**config.mk**
```make
export PLATFORM = sky130hd
export DESIGN_NAME = blk_admit_alloc
export DESIGN_NICKNAME = d
export VERILOG_FILES = /design/src/rtl/bta_pkg.sv /design/src/rtl/bta_slot_table.sv /design/src/rtl/bta_usage_acct.sv /design/src/rtl/bta_fit_eval.sv /design/src/rtl/blk_admit_alloc.sv
export SDC_FILE = /design/constraint.sdc
export NUM_CORES = 1
export LEC_CHECK = 0
export ABC_CLOCK_PERIOD_IN_PS = 20500
export CORE_ASPECT_RATIO = 1.2
export CORE_MARGIN = 2
export CORE_UTILIZATION = 45
export CTS_CLUSTER_SIZE = 25
export DETAILED_ROUTE_END_ITERATION = 8
export DONT_BUFFER_PORTS = 1
export PLACE_DENSITY = 0.57
export SYNTH_ARGS = -nofsm -noshare
export SYNTH_HDL_FRONTEND = slang
export SYNTH_SLANG_ARGS = --single-unit
export TNS_END_PERCENT = 50
```
**constraint.sdc**
```tcl
create_clock -name clk -period 20.5 [get_ports clk]
set_input_delay 1.025 -clock clk [delete_from_list [all_inputs] [get_ports clk]]
set_output_delay 1.025 -clock clk [all_outputs]
set_load 0.05 [all_outputs]
```
**src/rtl/bta_pkg.sv**
```systemverilog
package bta_pkg;

    typedef enum logic [1:0] {
        ST_IDLE,
        ST_CHECK,
        ST_GRANT
    } adm_state_t;

endpackage

```
**src/rtl/bta_slot_table.sv**
```systemverilog
module bta_slot_table #(
    parameter int SLOTS = 8,
    parameter int SLW   = 3,
    parameter int UTW   = 10,
    parameter int URW   = 14,
    parameter int USW   = 15
) (
    input  logic             clk,
    input  logic             rst_n,
    input  logic             alloc_en,
    input  logic [SLW-1:0]   alloc_slot,
    input  logic [UTW-1:0]   alloc_thr,
    input  logic [URW-1:0]   alloc_reg,
    input  logic [USW-1:0]   alloc_smem,
    input  logic             rel_en,
    input  logic [SLW-1:0]   rel_slot,
    output logic [SLOTS-1:0] avail,
    output logic             rel_hit,
    output logic [UTW-1:0]   rel_thr,
    output logic [URW-1:0]   rel_reg,
    output logic [USW-1:0]   rel_smem
);

    logic [SLOTS-1:0] busy_q;
    logic [SLOTS-1:0] alloc_sel;
    logic [SLOTS-1:0] rel_sel;
    logic [UTW-1:0]   thr_q  [SLOTS];
    logic [URW-1:0]   reg_q  [SLOTS];
    logic [USW-1:0]   smem_q [SLOTS];

    // One-hot decode of the two slot ports, one lane per slot.
    for (genvar g = 0; g < SLOTS; g++) begin : g_sel
        assign alloc_sel[g] = alloc_en && (alloc_slot == SLW'(g));
        assign rel_sel[g]   = rel_en && (rel_slot == SLW'(g)) && busy_q[g];
    end

    assign rel_hit  = |rel_sel;
    assign rel_thr  = rel_hit ? thr_q[rel_slot]  : '0;
    assign rel_reg  = rel_hit ? reg_q[rel_slot]  : '0;
    assign rel_smem = rel_hit ? smem_q[rel_slot] : '0;

    // A slot being released this cycle counts as free for the check.
    assign avail = ~busy_q | rel_sel;

    always_ff @(posedge clk) begin
        if (!rst_n) begin
            busy_q <= '0;
            for (int i = 0; i < SLOTS; i++) begin
                thr_q[i]  <= '0;
                reg_q[i]  <= '0;
                smem_q[i] <= '0;
            end
        end else begin
            for (int i = 0; i < SLOTS; i++) begin
                if (alloc_sel[i]) begin
                    busy_q[i] <= 1'b1;
                    thr_q[i]  <= alloc_thr;
                    reg_q[i]  <= alloc_reg;
                    smem_q[i] <= alloc_smem;
                end else if (rel_sel[i]) begin
                    busy_q[i] <= 1'b0;
                end
            end
        end
    end

endmodule

```
**src/rtl/bta_usage_acct.sv**
```systemverilog
module bta_usage_acct #(
    parameter int UTW = 10,
    parameter int URW = 14,
    parameter int USW = 15
) (
    input  logic           clk,
    input  logic           rst_n,
    input  logic           alloc_en,
    input  logic [UTW-1:0] alloc_thr,
    input  logic [URW-1:0] alloc_reg,
    input  logic [USW-1:0] alloc_smem,
    input  logic [UTW-1:0] rel_thr,
    input  logic [URW-1:0] rel_reg,
    input  logic [USW-1:0] rel_smem,
    output logic [UTW-1:0] used_thr,
    output logic [URW-1:0] used_reg,
    output logic [USW-1:0] used_smem
);

    // Release amounts arrive already masked to zero when no slot is freed.
    always_ff @(posedge clk) begin
        if (!rst_n) begin
            used_thr  <= '0;
            used_reg  <= '0;
            used_smem <= '0;
        end else begin
            used_thr  <= used_thr  - rel_thr  + (alloc_en ? alloc_thr  : '0);
            used_reg  <= used_reg  - rel_reg  + (alloc_en ? alloc_reg  : '0);
            used_smem <= used_smem - rel_smem + (alloc_en ? alloc_smem : '0);
        end
    end

endmodule

```
**src/rtl/bta_fit_eval.sv**
```systemverilog
module bta_fit_eval #(
    parameter int SLOTS      = 8,
    parameter int SLW        = 3,
    parameter int THREAD_CAP = 768,
    parameter int REG_POOL   = 8192,
    parameter int SMEM_BYTES = 16384,
    parameter int WARP_SIZE  = 32,
    parameter int TW         = 11,
    parameter int RPT_W      = 8,
    parameter int SW         = 16,
    parameter int UTW        = 10,
    parameter int URW        = 14,
    parameter int USW        = 15,
    parameter int WW         = 5
) (
    input  logic [TW-1:0]    req_thr,
    input  logic [RPT_W-1:0] req_rpt,
    input  logic [SW-1:0]    req_smem,
    input  logic [UTW-1:0]   used_thr,
    input  logic [URW-1:0]   used_reg,
    input  logic [USW-1:0]   used_smem,
    input  logic [UTW-1:0]   rel_thr,
    input  logic [URW-1:0]   rel_reg,
    input  logic [USW-1:0]   rel_smem,
    input  logic [SLOTS-1:0] avail,
    output logic             never_fits,
    output logic             fits,
    output logic [SLW-1:0]   free_slot,
    output logic [UTW-1:0]   need_thr,
    output logic [URW-1:0]   need_reg,
    output logic [USW-1:0]   need_smem,
    output logic [WW-1:0]    need_warps
);

    logic [31:0] thr_w, reg_w, smem_w;
    logic [31:0] base_thr, base_reg, base_smem;
    logic        slot_found;

    assign thr_w  = 32'(req_thr);
    assign reg_w  = 32'(req_thr) * 32'(req_rpt);
    assign smem_w = 32'(req_smem);

    // Occupancy after this cycle's release has been taken out.
    assign base_thr  = 32'(used_thr)  - 32'(rel_thr);
    assign base_reg  = 32'(used_reg)  - 32'(rel_reg);
    assign base_smem = 32'(used_smem) - 32'(rel_smem);

    assign never_fits = (thr_w == 32'd0)
                     || (thr_w  > 32'(THREAD_CAP))
                     || (reg_w  > 32'(REG_POOL))
                     || (smem_w > 32'(SMEM_BYTES));

    // Lowest-numbered free slot.
    always_comb begin
        slot_found = 1'b0;
        free_slot  = '0;
        for (int i = SLOTS - 1; i >= 0; i--) begin
            if (avail[i]) begin
                slot_found = 1'b1;
                free_slot  = SLW'(i);
            end
        end
    end

    assign fits = slot_found
               && ((base_thr  + thr_w)  <= 32'(THREAD_CAP))
               && ((base_reg  + reg_w)  <= 32'(REG_POOL))
               && ((base_smem + smem_w) <= 32'(SMEM_BYTES));

    assign need_thr   = UTW'(thr_w);
    assign need_reg   = URW'(reg_w);
    assign need_smem  = USW'(smem_w);
    assign need_warps = WW'((thr_w + 32'(WARP_SIZE) - 32'd1) / 32'(WARP_SIZE));

endmodule

```
**src/rtl/blk_admit_alloc.sv**
```systemverilog
module blk_admit_alloc #(
    parameter int SLOTS      = 8,
    parameter int THREAD_CAP = 768,
    parameter int REG_POOL   = 8192,
    parameter int SMEM_BYTES = 16384,
    parameter int WARP_SIZE  = 32,
    parameter int RPT_W      = 8,
    localparam int TW        = $clog2(THREAD_CAP + 1) + 1,
    localparam int SW        = $clog2(SMEM_BYTES + 1) + 1,
    localparam int SLW       = $clog2(SLOTS),
    localparam int MAX_WARPS = (THREAD_CAP + WARP_SIZE - 1) / WARP_SIZE,
    localparam int WW        = $clog2(MAX_WARPS + 1)
) (
    input  logic             clk,
    input  logic             rst_n,
    input  logic             req_valid,
    output logic             req_ready,
    input  logic [TW-1:0]    req_threads,
    input  logic [RPT_W-1:0] req_regs,
    input  logic [SW-1:0]    req_smem,
    output logic             grant_valid,
    input  logic             grant_ready,
    output logic [SLW-1:0]   grant_slot,
    output logic [WW-1:0]    grant_warps,
    input  logic             rel_valid,
    input  logic [SLW-1:0]   rel_slot,
    output logic             err_drop
);

    import bta_pkg::*;

    localparam int UTW = $clog2(THREAD_CAP + 1);
    localparam int URW = $clog2(REG_POOL + 1);
    localparam int USW = $clog2(SMEM_BYTES + 1);

    adm_state_t state_q, state_d;

    logic [TW-1:0]    hold_thr_q;
    logic [RPT_W-1:0] hold_rpt_q;
    logic [SW-1:0]    hold_smem_q;
    logic [SLW-1:0]   slot_q;
    logic [WW-1:0]    warps_q;
    logic             err_q;

    logic [SLOTS-1:0] avail;
    logic             rel_hit;
    logic [UTW-1:0]   rel_thr, used_thr, need_thr;
    logic [URW-1:0]   rel_reg, used_reg, need_reg;
    logic [USW-1:0]   rel_smem, used_smem, need_smem;
    logic [SLW-1:0]   free_slot;
    logic [WW-1:0]    need_warps;
    logic             never_fits, fits, alloc_en;

    assign alloc_en = (state_q == ST_CHECK) && !never_fits && fits;

    bta_fit_eval #(
        .SLOTS(SLOTS), .SLW(SLW), .THREAD_CAP(THREAD_CAP), .REG_POOL(REG_POOL),
        .SMEM_BYTES(SMEM_BYTES), .WARP_SIZE(WARP_SIZE), .TW(TW), .RPT_W(RPT_W),
        .SW(SW), .UTW(UTW), .URW(URW), .USW(USW), .WW(WW)
    ) u_fit (
        .req_thr   (hold_thr_q),
        .req_rpt   (hold_rpt_q),
        .req_smem  (hold_smem_q),
        .used_thr  (used_thr),
        .used_reg  (used_reg),
        .used_smem (used_smem),
        .rel_thr   (rel_thr),
        .rel_reg   (rel_reg),
        .rel_smem  (rel_smem),
        .avail     (avail),
        .never_fits(never_fits),
        .fits      (fits),
        .free_slot (free_slot),
        .need_thr  (need_thr),
        .need_reg  (need_reg),
        .need_smem (need_smem),
        .need_warps(need_warps)
    );

    bta_slot_table #(
        .SLOTS(SLOTS), .SLW(SLW), .UTW(UTW), .URW(URW), .USW(USW)
    ) u_table (
        .clk       (clk),
        .rst_n     (rst_n),
        .alloc_en  (alloc_en),
        .alloc_slot(free_slot),
        .alloc_thr (need_thr),
        .alloc_reg (need_reg),
        .alloc_smem(need_smem),
        .rel_en    (rel_valid),
        .rel_slot  (rel_slot),
        .avail     (avail),
        .rel_hit   (rel_hit),
        .rel_thr   (rel_thr),
        .rel_reg   (rel_reg),
        .rel_smem  (rel_smem)
    );

    bta_usage_acct #(
        .UTW(UTW), .URW(URW), .USW(USW)
    ) u_acct (
        .clk       (clk),
        .rst_n     (rst_n),
        .alloc_en  (alloc_en),
        .alloc_thr (need_thr),
        .alloc_reg (need_reg),
        .alloc_smem(need_smem),
        .rel_thr   (rel_thr),
        .rel_reg   (rel_reg),
        .rel_smem  (rel_smem),
        .used_thr  (used_thr),
        .used_reg  (used_reg),
        .used_smem (used_smem)
    );

    // Next-state logic.
    always_comb begin
        state_d = state_q;
        unique case (state_q)
            ST_IDLE: begin
                if (req_valid) state_d = ST_CHECK;
            end
            ST_CHECK: begin
                if (never_fits) state_d = ST_IDLE;
                else if (fits)  state_d = ST_GRANT;
            end
            ST_GRANT: begin
                if (grant_ready) state_d = ST_IDLE;
            end
            default: state_d = ST_IDLE;
        endcase
    end

    // State register and captured request / grant data.
    always_ff @(posedge clk) begin
        if (!rst_n) begin
            state_q     <= ST_IDLE;
            hold_thr_q  <= '0;
            hold_rpt_q  <= '0;
            hold_smem_q <= '0;
            slot_q      <= '0;
            warps_q     <= '0;
            err_q       <= 1'b0;
        end else begin
            state_q <= state_d;
            err_q   <= (state_q == ST_CHECK) && never_fits;
            if (state_q == ST_IDLE && req_valid) begin
                hold_thr_q  <= req_threads;
                hold_rpt_q  <= req_regs;
                hold_smem_q <= req_smem;
            end
            if (alloc_en) begin
                slot_q  <= free_slot;
                warps_q <= need_warps;
            end
        end
    end

    // Outputs.
    always_comb begin
        req_ready   = (state_q == ST_IDLE);
        grant_valid = (state_q == ST_GRANT);
        grant_slot  = slot_q;
        grant_warps = warps_q;
        err_drop    = err_q;
    end

endmodule

```
==> results.json <==
{
  "cts_hold_buf": 0,
  "end_kind": "flop",
  "syn_to_final_growth_pct": 8.387,
  "drive_above_1_share": 0.08916,
  "cts_setup_buffers": 0,
  "drt-total-wl_um": 74450,
  "yosysTopAreaCell": "edfxtp_1",
  "grt_overflow": 0,
  "setup.worst_path.start": "rel_slot[2]",
  "design_area_um2": 29720,
  "place_hpwl_um": 50430,
  "synth_top_cell_area_share": 0.3417,
  "status": "finished clean",
  "crit_end": "u_acct.used_smem[14]",
  "synth_flop_cell": "edfxtp_1",
  "r2r_cells": 35,
  "max_freq_mhz": 86.01,
  "routed_via_density": 5.812,
  "grt_pass1_vias": 20534,
  "final_max_slew_viol_count": 0,
  "dp_cells": 3383,
  "die_area_um2": 62940,
  "worstMarginPinSlew_ns": 1.183,
  "crit_slowest_cell": "or4b_1",
  "crit_arrival_ns": 12.12,
  "initial_core_util": 0.4527,
  "grt_use_total": 0.2396,
  "ys_async_sr_fraction": 0,
  "placed_area_um2": 28160,
  "final.setup.tns_ns": 0,
  "grt_start_max_net_pins": 93,
  "first_pass_iters": 5,
  "ys.warnings.count": 0,
  "ys_types": 97,
  "cts_sinks": 405,
  "h-tree-depth": 2,
  "clock_skew_ns": 0.01412,
  "antenna_found_initial": 1,
  "post-route-util": 0.4907,
  "cts_tree": "done",
  "fillers": 5587,
  "path_clk_slew_ns": 0.07,
  "crit_type": "in -> reg",
  "core_um2": 60570,
  "worst_ir_drop_vdd_uv": 62.19,
  "rows": 99,
  "nets": 2930,
  "reg2reg_to": "u_acct.used_smem[14]",
  "pin_count": 54,
  "finalCriticalPeriod_ns": 11.63,
  "synth_edf_count": 312,
  "synth_most_common_cell": "edfxtp_1",
  "p_per_area_nw_per_um2": 113.9,
  "drt_iter0_drc": 1623,
  "setup_viol": 0,
  "drv_cap": 0,
  "rsz0062_at_grt": "no",
  "total_leakage_power_nw": 11.81,
  "required_ns": 21.00,
  "relSlewSlack": 0.2110,
  "slowest_delay_ns": 0.66,
  "fin_crit_sh": 0.5672,
  "hold_violations": 0,
  "syn_avg_cell_area_um2": 10.22,
  "die_w_um": 229.3,
  "gp_congestion": 0.8671,
  "syn_area_um2": 27420,
  "ys_seq_area_frac": 0.4096,
  "stdcell_count": 3466,
  "path_max_fanout": 76,
  "grt_pass1_wl_um": 117300,
  "largest_reg_flops": 120,
  "power_mw": 3.385,
  "clk_latency_ns": 0.59,
  "largestRegisters": "u_table.smem_q: 120 flops, u_table.reg_q: 112 flops, u_table.thr_q: 80 flops",
  "cts_root_buffer": "clkbuf_16",
  "r2r-start": "hold_thr_q[7]",
  "cts_resized": 0,
  "detail_route.wl_per_cell_um": 21.48,
  "antenna_left": 0,
  "synth.net_count": 2992,
  "cpMostUsedCell": "ha_1",
  "hold_class": "reg -> reg",
  "vias": 20144,
  "regMostFlops": "u_table.smem_q",
  "r2r_setup_slack_ns": 8.95,
  "fp.dieH_um": 274.4,
  "numCtsBuffers": 45,
  "diodes": 0,
  "netlist_instances": 2684,
  "drc": 0,
  "synth.ff_latch_count": 405,
  "synth_area_leaders": "edfxtp_1 34%, ha_1 7.7%, fa_1 7.0%",
  "cts_buffer_depth": 3,
  "startpoint_type": "input pin",
  "port_buffers": 0,
  "synth_common_cells": "312 x edfxtp_1, 286 x nand2_1, 272 x inv_1, 245 x nor2_1, 169 x ha_1"
}
[how the worst min path moves through the flow]
stage,startpoint,to,slack [ns],cells past startpoint
after global routing,rst_n,u_acct.used_thr[0],0.54,1
after global placement,hold_smem_q[15],hold_smem_q[15],0.53,2
after CTS,rst_n,u_acct.used_thr[1],0.53,1
after floorplan,hold_rpt_q[1],hold_rpt_q[1],0.44,2
final,u_table.busy_q[7],u_table.busy_q[7],0.55,2
after detailed placement,hold_smem_q[15],hold_smem_q[15],0.53,2
[worst max-delay path: cells and delay by family]
family / cells / cell delay, ns
fa+ha+maj: 6 / 2.04
mux: 1 / 0.32
buf+inv: 4 / 0.94
simple gates: 13 / 3.64
compound gates: 16 / 3.75
xor+xnor: 2 / 0.36
[cell families (layout without fill, tap and decap cells)]
logic type	after synthesis	count (layout)	share of synthesized area
mux	97	97	0.07109
flops	405	405	0.4096
buf+inv	409	383	0.05923
xor+xnor	90	90	0.02875
simple gates	956	956	0.1721
compound gates	462	462	0.1121
fa+ha+maj	265	265	0.1472
[placed cells by master, fill, tap and decap left out, types with 7 or more instances in the layout]
master	Yosys	final
or3_1	12	12
inv_1	272	272
xor2_1	26	26
nand4_1	15	15
a21o_1	62	62
nand3_1	29	29
o22ai_1	8	8
nor2b_1	15	15
a21oi_1	136	136
nor4_1	69	67
nand2_1	286	285
o31ai_1	16	12
and3_1	17	17
o211ai_1	16	16
a211o_1	8	8
nor3_1	69	69
fa_1	96	96
o41ai_1	8	8
clkbuf_16	0	46
edfxtp_1	312	312
buf_4	1	27
mux2i_1	17	17
nor3b_1	7	7
nor2_1	245	245
a31oi_1	12	12
ha_1	169	169
o21ai_0	76	71
or4_1	8	8
and2_1	79	79
xnor2_1	64	64
or2_2	16	17
clkinv_1	1	10
dfxtp_1	93	93
a211oi_1	12	12
a21boi_0	10	10
nand2b_1	46	46
o21a_1	20	20
o21bai_1	13	13
mux4_2	78	78
[metal layers]
metal  global-route usage  vias to the layer above  share of wire  wire length [um]
li1                     -                     9410              -                 -
met1               0.3241                    10072           0.44             33050
met5                    0                        -        0.00012                 9
met4              0.06169                        2          0.021              1547
met3              0.03307                      119          0.054              4050
met2               0.4065                      541           0.48             35800
[area by class of cell]
class | instances | area [um2] | area share
timing repair buffer | 27 | 202.7 | 0.006820
sequential | 405 | 11230 | 0.3779
clock buffer | 55 | 1206 | 0.04058
tap | 808 | 1011 | 0.03402
clock inverter | 28 | 352.8 | 0.01187
multi-input combinational | 1870 | 14690 | 0.4944
inverter | 273 | 1025 | 0.03448
[where the power goes]
part | total, mW | internal, mW | switching (mW)
logic | 1.53 | 0.659 | 0.875
clock network | 0.857 | 0.499 | 0.357
registers | 0.995 | 0.949 | 0.0460
[stage by stage]
stage,setup WS [ns],hold slack (ns)
CTS,8.875,0.5320
global route,8.138,0.5382
detailed placement,8.303,0.5295
finish,8.873,0.5521
floorplan,8.100,0.4435
global placement,8.663,0.5307
(Power assumes the default switching activity.)
